### config.mk
export PLATFORM = sky130hd
export DESIGN_NAME = uart_modem_ctl
export DESIGN_NICKNAME = d
export VERILOG_FILES = /design/src/rtl/mdm_pkg.sv /design/src/rtl/mdm_ctl_reg.sv /design/src/rtl/mdm_sync.sv /design/src/rtl/mdm_route.sv /design/src/rtl/mdm_status.sv /design/src/rtl/uart_modem_ctl.sv
export SDC_FILE = /design/constraint.sdc
export NUM_CORES = 1
export LEC_CHECK = 0
export ABC_AREA = 1
export BUFFER_PORTS_ARGS = -buffer_cell sky130_fd_sc_hd__buf_2
export CORE_MARGIN = 4
export CORE_UTILIZATION = 42
export DETAILED_ROUTE_END_ITERATION = 6
export HOLD_SLACK_MARGIN = 0.05
export PLACE_DENSITY = 0.83
export SYNTH_ARGS = -nofsm -noshare
export SYNTH_HDL_FRONTEND = slang
export SYNTH_SLANG_ARGS = --single-unit
### constraint.sdc
create_clock -name clk -period 1.1 [get_ports clk]
set_clock_uncertainty 0.2 [all_clocks]
set_input_delay 0.055 -clock clk [delete_from_list [all_inputs] [get_ports clk]]
set_output_delay 0.055 -clock clk [all_outputs]
set_load 0.05 [all_outputs]
### src/rtl/mdm_pkg.sv
package mdm_pkg;
  localparam int REG_W   = 8;
  localparam int CTL_W   = 5;
  localparam int NLINES  = 4;
  localparam int BIT_DTR  = 0;
  localparam int BIT_RTS  = 1;
  localparam int BIT_AUX1 = 2;
  localparam int BIT_AUX2 = 3;
  localparam int BIT_LOOP = 4;

  // bit order matches msr_rdata[7:4]
  typedef struct packed {
    logic dcd;
    logic ri;
    logic dsr;
    logic cts;
  } mdm_lines_t;
endpackage

### src/rtl/mdm_ctl_reg.sv
module mdm_ctl_reg
  import mdm_pkg::*;
(
  input  logic             clk,
  input  logic             rst_n,
  input  logic             wr_en,
  input  logic [REG_W-1:0] wdata,
  output logic [CTL_W-1:0] ctl_q,
  output logic [REG_W-1:0] rdata
);
  localparam int RSVD_W = REG_W - CTL_W;

  logic [CTL_W-1:0] ctl_d;

  always_comb begin
    ctl_d = wdata[CTL_W-1:0];
  end

  always_ff @(posedge clk or negedge rst_n) begin
    if (!rst_n) begin
      ctl_q <= '0;
    end else if (wr_en) begin
      ctl_q <= ctl_d;
    end
  end

  always_comb begin
    rdata = {{RSVD_W{1'b0}}, ctl_q};
  end

  AST_CTL_WRITE: assert property (@(posedge clk) disable iff (!rst_n)
    wr_en |=> (ctl_q == $past(wdata[CTL_W-1:0])));
endmodule

### src/rtl/mdm_sync.sv
module mdm_sync #(
  parameter int                 WIDTH   = 1,
  parameter int                 STAGES  = 2,
  parameter logic [WIDTH-1:0]   RST_VAL = '0
) (
  input  logic             clk,
  input  logic             rst_n,
  input  logic [WIDTH-1:0] d,
  output logic [WIDTH-1:0] q
);
  logic [STAGES-1:0][WIDTH-1:0] stage_q;

  for (genvar g = 0; g < STAGES; g++) begin : g_stage
    logic [WIDTH-1:0] stage_d;
    if (g == 0) begin : g_first
      always_comb stage_d = d;
    end else begin : g_next
      always_comb stage_d = stage_q[g-1];
    end
    always_ff @(posedge clk or negedge rst_n) begin
      if (!rst_n) begin
        stage_q[g] <= RST_VAL;
      end else begin
        stage_q[g] <= stage_d;
      end
    end
  end

  always_comb q = stage_q[STAGES-1];
endmodule

### src/rtl/mdm_route.sv
module mdm_route
  import mdm_pkg::*;
(
  input  logic       loop_en,
  input  logic [3:0] ctl_lines,
  input  mdm_lines_t ext_lines,
  input  logic       tx_bit,
  input  logic       rxd_synced,
  output mdm_lines_t lines,
  output logic       dtr_n,
  output logic       rts_n,
  output logic       txd,
  output logic       rx_bit
);
  mdm_lines_t loop_lines;

  always_comb begin
    loop_lines.dsr = ctl_lines[BIT_DTR];
    loop_lines.cts = ctl_lines[BIT_RTS];
    loop_lines.ri  = ctl_lines[BIT_AUX1];
    loop_lines.dcd = ctl_lines[BIT_AUX2];
  end

  always_comb begin
    if (loop_en) begin
      lines  = loop_lines;
      dtr_n  = 1'b1;
      rts_n  = 1'b1;
      txd    = 1'b1;
      rx_bit = tx_bit;
    end else begin
      lines  = ext_lines;
      dtr_n  = ~ctl_lines[BIT_DTR];
      rts_n  = ~ctl_lines[BIT_RTS];
      txd    = tx_bit;
      rx_bit = rxd_synced;
    end
  end
endmodule

### src/rtl/mdm_status.sv
module mdm_status
  import mdm_pkg::*;
(
  input  logic              clk,
  input  logic              rst_n,
  input  logic              loop_en,
  input  mdm_lines_t        lines,
  input  logic              rd_en,
  output mdm_lines_t        stat_q,
  output logic [NLINES-1:0] flag_q
);
  logic              loop_d_q;
  logic              switching;
  logic [NLINES-1:0] raw_set;
  logic [NLINES-1:0] flag_set;
  logic [NLINES-1:0] flag_d;
  logic              stat_ri;

  always_comb begin
    switching  = loop_en ^ loop_d_q;
    raw_set[0] = lines.cts ^ stat_q.cts;
    raw_set[1] = lines.dsr ^ stat_q.dsr;
    raw_set[2] = stat_q.ri & ~lines.ri;
    raw_set[3] = lines.dcd ^ stat_q.dcd;
    flag_set   = switching ? '0 : raw_set;
    flag_d     = (rd_en ? '0 : flag_q) | flag_set;
    stat_ri    = stat_q.ri;
  end

  always_ff @(posedge clk or negedge rst_n) begin
    if (!rst_n) begin
      stat_q   <= '0;
      flag_q   <= '0;
      loop_d_q <= 1'b0;
    end else begin
      stat_q   <= lines;
      flag_q   <= flag_d;
      loop_d_q <= loop_en;
    end
  end

  AST_FLAG_STICKY: assert property (@(posedge clk) disable iff (!rst_n)
    (!rd_en && flag_q != '0) |=> ((flag_q & $past(flag_q)) == $past(flag_q)));
  AST_RI_TRAILING: assert property (@(posedge clk) disable iff (!rst_n)
    $rose(flag_q[2]) |-> ($past(stat_ri) && !stat_ri));
  AST_READ_CLEARS: assert property (@(posedge clk) disable iff (!rst_n)
    (rd_en && lines == stat_q) |=> (flag_q == '0));
  AST_NO_SWITCH_FLAG: assert property (@(posedge clk) disable iff (!rst_n)
    (switching && flag_q == '0) |=> (flag_q == '0));
endmodule

### src/rtl/uart_modem_ctl.sv
module uart_modem_ctl
  import mdm_pkg::*;
#(
  parameter int SYNC_STAGES = 2
) (
  input  logic       clk,
  input  logic       rst_n,
  input  logic       reg_wr,
  input  logic [7:0] reg_wdata,
  output logic [7:0] ctl_rdata,
  input  logic       msr_rd,
  output logic [7:0] msr_rdata,
  input  logic       ms_ie,
  output logic       ms_irq,
  input  logic       tx_shift_out,
  output logic       rx_shift_in,
  output logic       txd_pin,
  input  logic       rxd_pin,
  output logic       dtr_n_pin,
  output logic       rts_n_pin,
  input  logic       cts_n_pin,
  input  logic       dsr_n_pin,
  input  logic       ri_n_pin,
  input  logic       dcd_n_pin
);
  localparam int SYNC_W = NLINES + 1;

  logic [CTL_W-1:0]  ctl_q;
  logic [SYNC_W-1:0] raw_in;
  logic [SYNC_W-1:0] sync_in;
  mdm_lines_t        ext_lines;
  mdm_lines_t        lines;
  mdm_lines_t        stat_q;
  logic [NLINES-1:0] flag_q;

  mdm_ctl_reg u_ctl (
    .clk   (clk),
    .rst_n (rst_n),
    .wr_en (reg_wr),
    .wdata (reg_wdata),
    .ctl_q (ctl_q),
    .rdata (ctl_rdata)
  );

  always_comb raw_in = {rxd_pin, dcd_n_pin, ri_n_pin, dsr_n_pin, cts_n_pin};

  mdm_sync #(
    .WIDTH   (SYNC_W),
    .STAGES  (SYNC_STAGES),
    .RST_VAL ({SYNC_W{1'b1}})
  ) u_sync (
    .clk   (clk),
    .rst_n (rst_n),
    .d     (raw_in),
    .q     (sync_in)
  );

  always_comb begin
    ext_lines.cts = ~sync_in[0];
    ext_lines.dsr = ~sync_in[1];
    ext_lines.ri  = ~sync_in[2];
    ext_lines.dcd = ~sync_in[3];
  end

  mdm_route u_route (
    .loop_en    (ctl_q[BIT_LOOP]),
    .ctl_lines  (ctl_q[3:0]),
    .ext_lines  (ext_lines),
    .tx_bit     (tx_shift_out),
    .rxd_synced (sync_in[SYNC_W-1]),
    .lines      (lines),
    .dtr_n      (dtr_n_pin),
    .rts_n      (rts_n_pin),
    .txd        (txd_pin),
    .rx_bit     (rx_shift_in)
  );

  mdm_status u_status (
    .clk     (clk),
    .rst_n   (rst_n),
    .loop_en (ctl_q[BIT_LOOP]),
    .lines   (lines),
    .rd_en   (msr_rd),
    .stat_q  (stat_q),
    .flag_q  (flag_q)
  );

  always_comb begin
    msr_rdata = {stat_q, flag_q};
    ms_irq    = ms_ie & (|flag_q);
  end

  AST_LOOP_PINS_IDLE: assert property (@(posedge clk) disable iff (!rst_n)
    (reg_wr && reg_wdata[BIT_LOOP]) |=> (txd_pin && dtr_n_pin && rts_n_pin));
  AST_LOOP_RX_PATH: assert property (@(posedge clk) disable iff (!rst_n)
    (reg_wr && reg_wdata[BIT_LOOP]) |=> (rx_shift_in == tx_shift_out));
  AST_RSVD_ZERO: assert property (@(posedge clk) disable iff (!rst_n)
    ctl_rdata[7:5] == 3'b000);
endmodule

==> impl_metrics.csv <==
group,metric,value,unit
sta,layout_min_cycle_time,1.42,ns
yosys,yosys.area.top_type_share,35.2,%
yosys,synth_cell_type_count,19,
worst_setup_path,crit_required,0.84,ns
clocking,clk_path_buf_depth,2,
yosys,synth.avg_cell_area,10.0,um^2
yosys,ys_async_sr_fraction,100,%
clocking,clock_sink_count,24,
layout,multi_input_area,393,um^2
yosys,synth_edf_count,0,
sta,slew_headroom,66.2,%
routing,first_iter_violations,15,
place,place.gp.congestion,0.709,
floorplanning,initial_utilization,44.5,%
place,place_area,1220,um^2
floorplanning,ios,40,
outcome,violations,"setup timing",
global_route,overflow,0,
worst_setup_path,cp_slowest_cell,"dfrtp_2",
routing,routedWlPerCell,14.8,um
yosys,ys_ff_latch,24,
layout,n_antenna_cell,0,
clocking,clockRootBuffer,"clkbuf_4",
yosys,synth_warnings,0,
worst_setup_path,cp_max_fo,6,
clocking,cts_tree,"done",
yosys,yosysMostFrequentCell,"nand2_1",
worst_setup_path,path_cells,"clkinv_4, buf_6, nand2_4, buf_8",
worst_setup_path,critPathArrivalTime,1.17,ns
flow_run,cap_violations,0,
yosys,synth_top_flop_cell,"dfrtp_1",
sta,rsz0062_at_grt,"true",
floorplanning,die_h,56.7,um
power_and_ir_drop,p_leak,0.000870,uW
global_route,grt_max_degree,25,
yosys,syn_inst,99,
worst_setup_path,cp-start-kind,"flop",
place,numPortBuffers,33,
hold_path,min_path_type,"in -> async",
power_and_ir_drop,ir_drop,1.29,mV
global_route,grt_usage,18.3,%
worst_setup_path,crit_type,"reg -> out",
clocking,htreeDepth,1,
yosys,synth_area,995,um^2
worst_setup_path,cp_slowest_stage_delay,0.42,ns
sta,setup_ws,-0.324,ns
sta,finalCritPeriodShare,129,%
global_route,first_global_vias,992,
floorplanning,die_width,56.7,um
layout,syn_to_final_growth,75.7,%
place,hpwl,1440,um
floorplanning,rows,17,
routing,drc,0,
floorplanning,core,2230,um^2
routing,vias_per_cell,4.68,
floorplanning,dieArea,3210,um^2
layout,drive_gt1_share,61.1,%
routing,drtAntennaViolNets,0,
sta,fmax,702,MHz
yosys,seq_area_frac_synth,61.6,%
global_route,antenna_found_initial,0,
layout,fillers,136,
routing,vias,890,
yosys,synth_largest_area_cell,"dfrtp_1",
worst_setup_path,critPathCaptureType,"output pin",
clocking,clock_latency,0.31,ns
yosys,ys_top_cells_by_count,"nand2_1 (31), dfrtp_1 (14), inv_1 (12), dfstp_2 (10), nand3_1 (9)",
global_route,grt_pass1_wl,4470,um
layout,fin_nets,182,
routing,drtPass1Iterations,4,
outcome,outcome,"finished with violations",
sta,setup_viol,28,
sta,slew_violations,0,
layout,stdcell_area,1750,um^2
clocking,cts.clk_slew.worst_paths,0.12,ns
power_and_ir_drop,powerDensity,1500,nW/um^2
sta,tns,-4.74,ns
routing,wirelength,2810,um
sta,final_hold_viol_count,0,
yosys,synthTopCellsByArea,"dfrtp_1 (35%), dfstp_2 (26%), nand2_1 (12%)",
clocking,cts_buffers,3,
layout,seqCellArea,624,um^2
sta,worst_pin_slew,0.507,ns
-- kinds of logic after synthesis --
kind of cell / synth area share, %
XOR/XNOR: 1.64
AND/OR/NAND/NOR: 19.1
flip-flops: 61.6
multiplexers: 1.13
AO/OA/AOI/OAI: 3.77
buffers and inverters: 12.3
other: 0.377
-- per-stage QoR --
step | setup WS (ns) | utilization (%) | cells | hold WS (ns) | power, uW
2_1_floorplan | -0.138 | - | 101 | -0.441 | 1640
3_3_place_gp | -0.120 | 54.7 | 160 | -0.158 | 1790
3_5_place_dp | -0.146 | 54.7 | 160 | -0.149 | 1810
4_1_cts | -0.323 | 76.0 | 188 | 0.0477 | 2540
5_1_grt | -0.372 | 78.3 | 190 | 0.0627 | 2740
6_report | -0.324 | 78.3 | 190 | 0.0325 | 2620
-- worst paths after layout --
path                                         startpoint            endpoint  slack (ns)  cells past startpoint
max in group asynchronous                         rst_n      u_ctl.ctl_q[2]        0.30                      2
min in group clk           u_sync.g_stage[1].stage_d[3]         u_sync.q[3]        0.17                      0
max reg2reg                              u_ctl.ctl_q[4]  u_status.flag_q[1]       -0.30                      7
min reg2reg                u_sync.g_stage[1].stage_d[3]         u_sync.q[3]        0.17                      0
max                                      u_ctl.ctl_q[4]           rts_n_pin       -0.32                      4
min                                               rst_n  u_status.stat_q[0]        0.03                      2
-- cell type report --
class / count / share of cell area, %
flip-flops and latches: 24 / 35.7
repair buffers: 65 / 35.2
inverters: 13 / 3.08
clock buffers: 4 / 1.50
multi-input cells: 56 / 22.5
well taps: 28 / 2.00
-- sequential cells by signal (all words and copies together) (netlist names) --
register                flops
u_status.stat_ri            1
u_sync.g_stage.stage_d      5
u_ctl.ctl_q                 5
u_status.stat_q             3
u_status.flag_q             4
u_sync.q                    5
u_status.loop_d_q           1
-- layer usage --
| metal | wire length [um] | track usage [%] | part of all wire (%) | vias up |
|---|---|---|---|---|
| met5 | 0 | 0 | 0 | - |
| met4 | 55 | 6.44 | 2.0 | 0 |
| met3 | 164 | 3.68 | 5.8 | 7 |
| met2 | 1640 | 36.1 | 59 | 38 |
| met1 | 941 | 18.5 | 34 | 428 |
| li1 | - | - | - | 417 |
-- placed cells by master (no fill, tap or decap), types with 2 or more instances in the layout --
| cell | count |
|---|---|
| buf_2 | 15 |
| buf_4 | 11 |
| buf_6 | 18 |
| buf_8 | 7 |
| clkbuf_4 | 3 |
| conb_1 | 3 |
| dfrtp_1 | 5 |
| dfrtp_2 | 9 |
| dfstp_2 | 10 |
| dlygate4sd3_1 | 13 |
| inv_1 | 11 |
| nand2_1 | 22 |
| nand2_2 | 5 |
| nand2_4 | 5 |
| nand3_1 | 5 |
| nand3_2 | 5 |
| nor2_4 | 2 |
| o21ai_0 | 3 |
| o21ai_4 | 2 |
-- worst max-delay path: cells and delay by family (launching register included) --
kind | cells | cell delay [ns]
flops | 1 | 0.42
buf+inv | 3 | 0.39
simple gates | 1 | 0.05
-- power breakdown --
| group | internal, uW | switching (uW) | total (uW) |
|---|---|---|---|
| clock network | 142 | 245 | 387 |
| logic | 492 | 639 | 1130 |
| registers | 997 | 102 | 1100 |
| total | 1630 | 986 | 2620 |
-- repair_timing --
action / in CTS / in global routing
hold buffers: 13 / 1
setup endpoints to repair: 23 / 29
gates resized for setup: 66 / 15
hold endpoints to repair: 38 / 5
buffers inserted: 11 / 4
pin swaps: 0 / 3
Note: power is estimated with default switching activity, not from simulation.
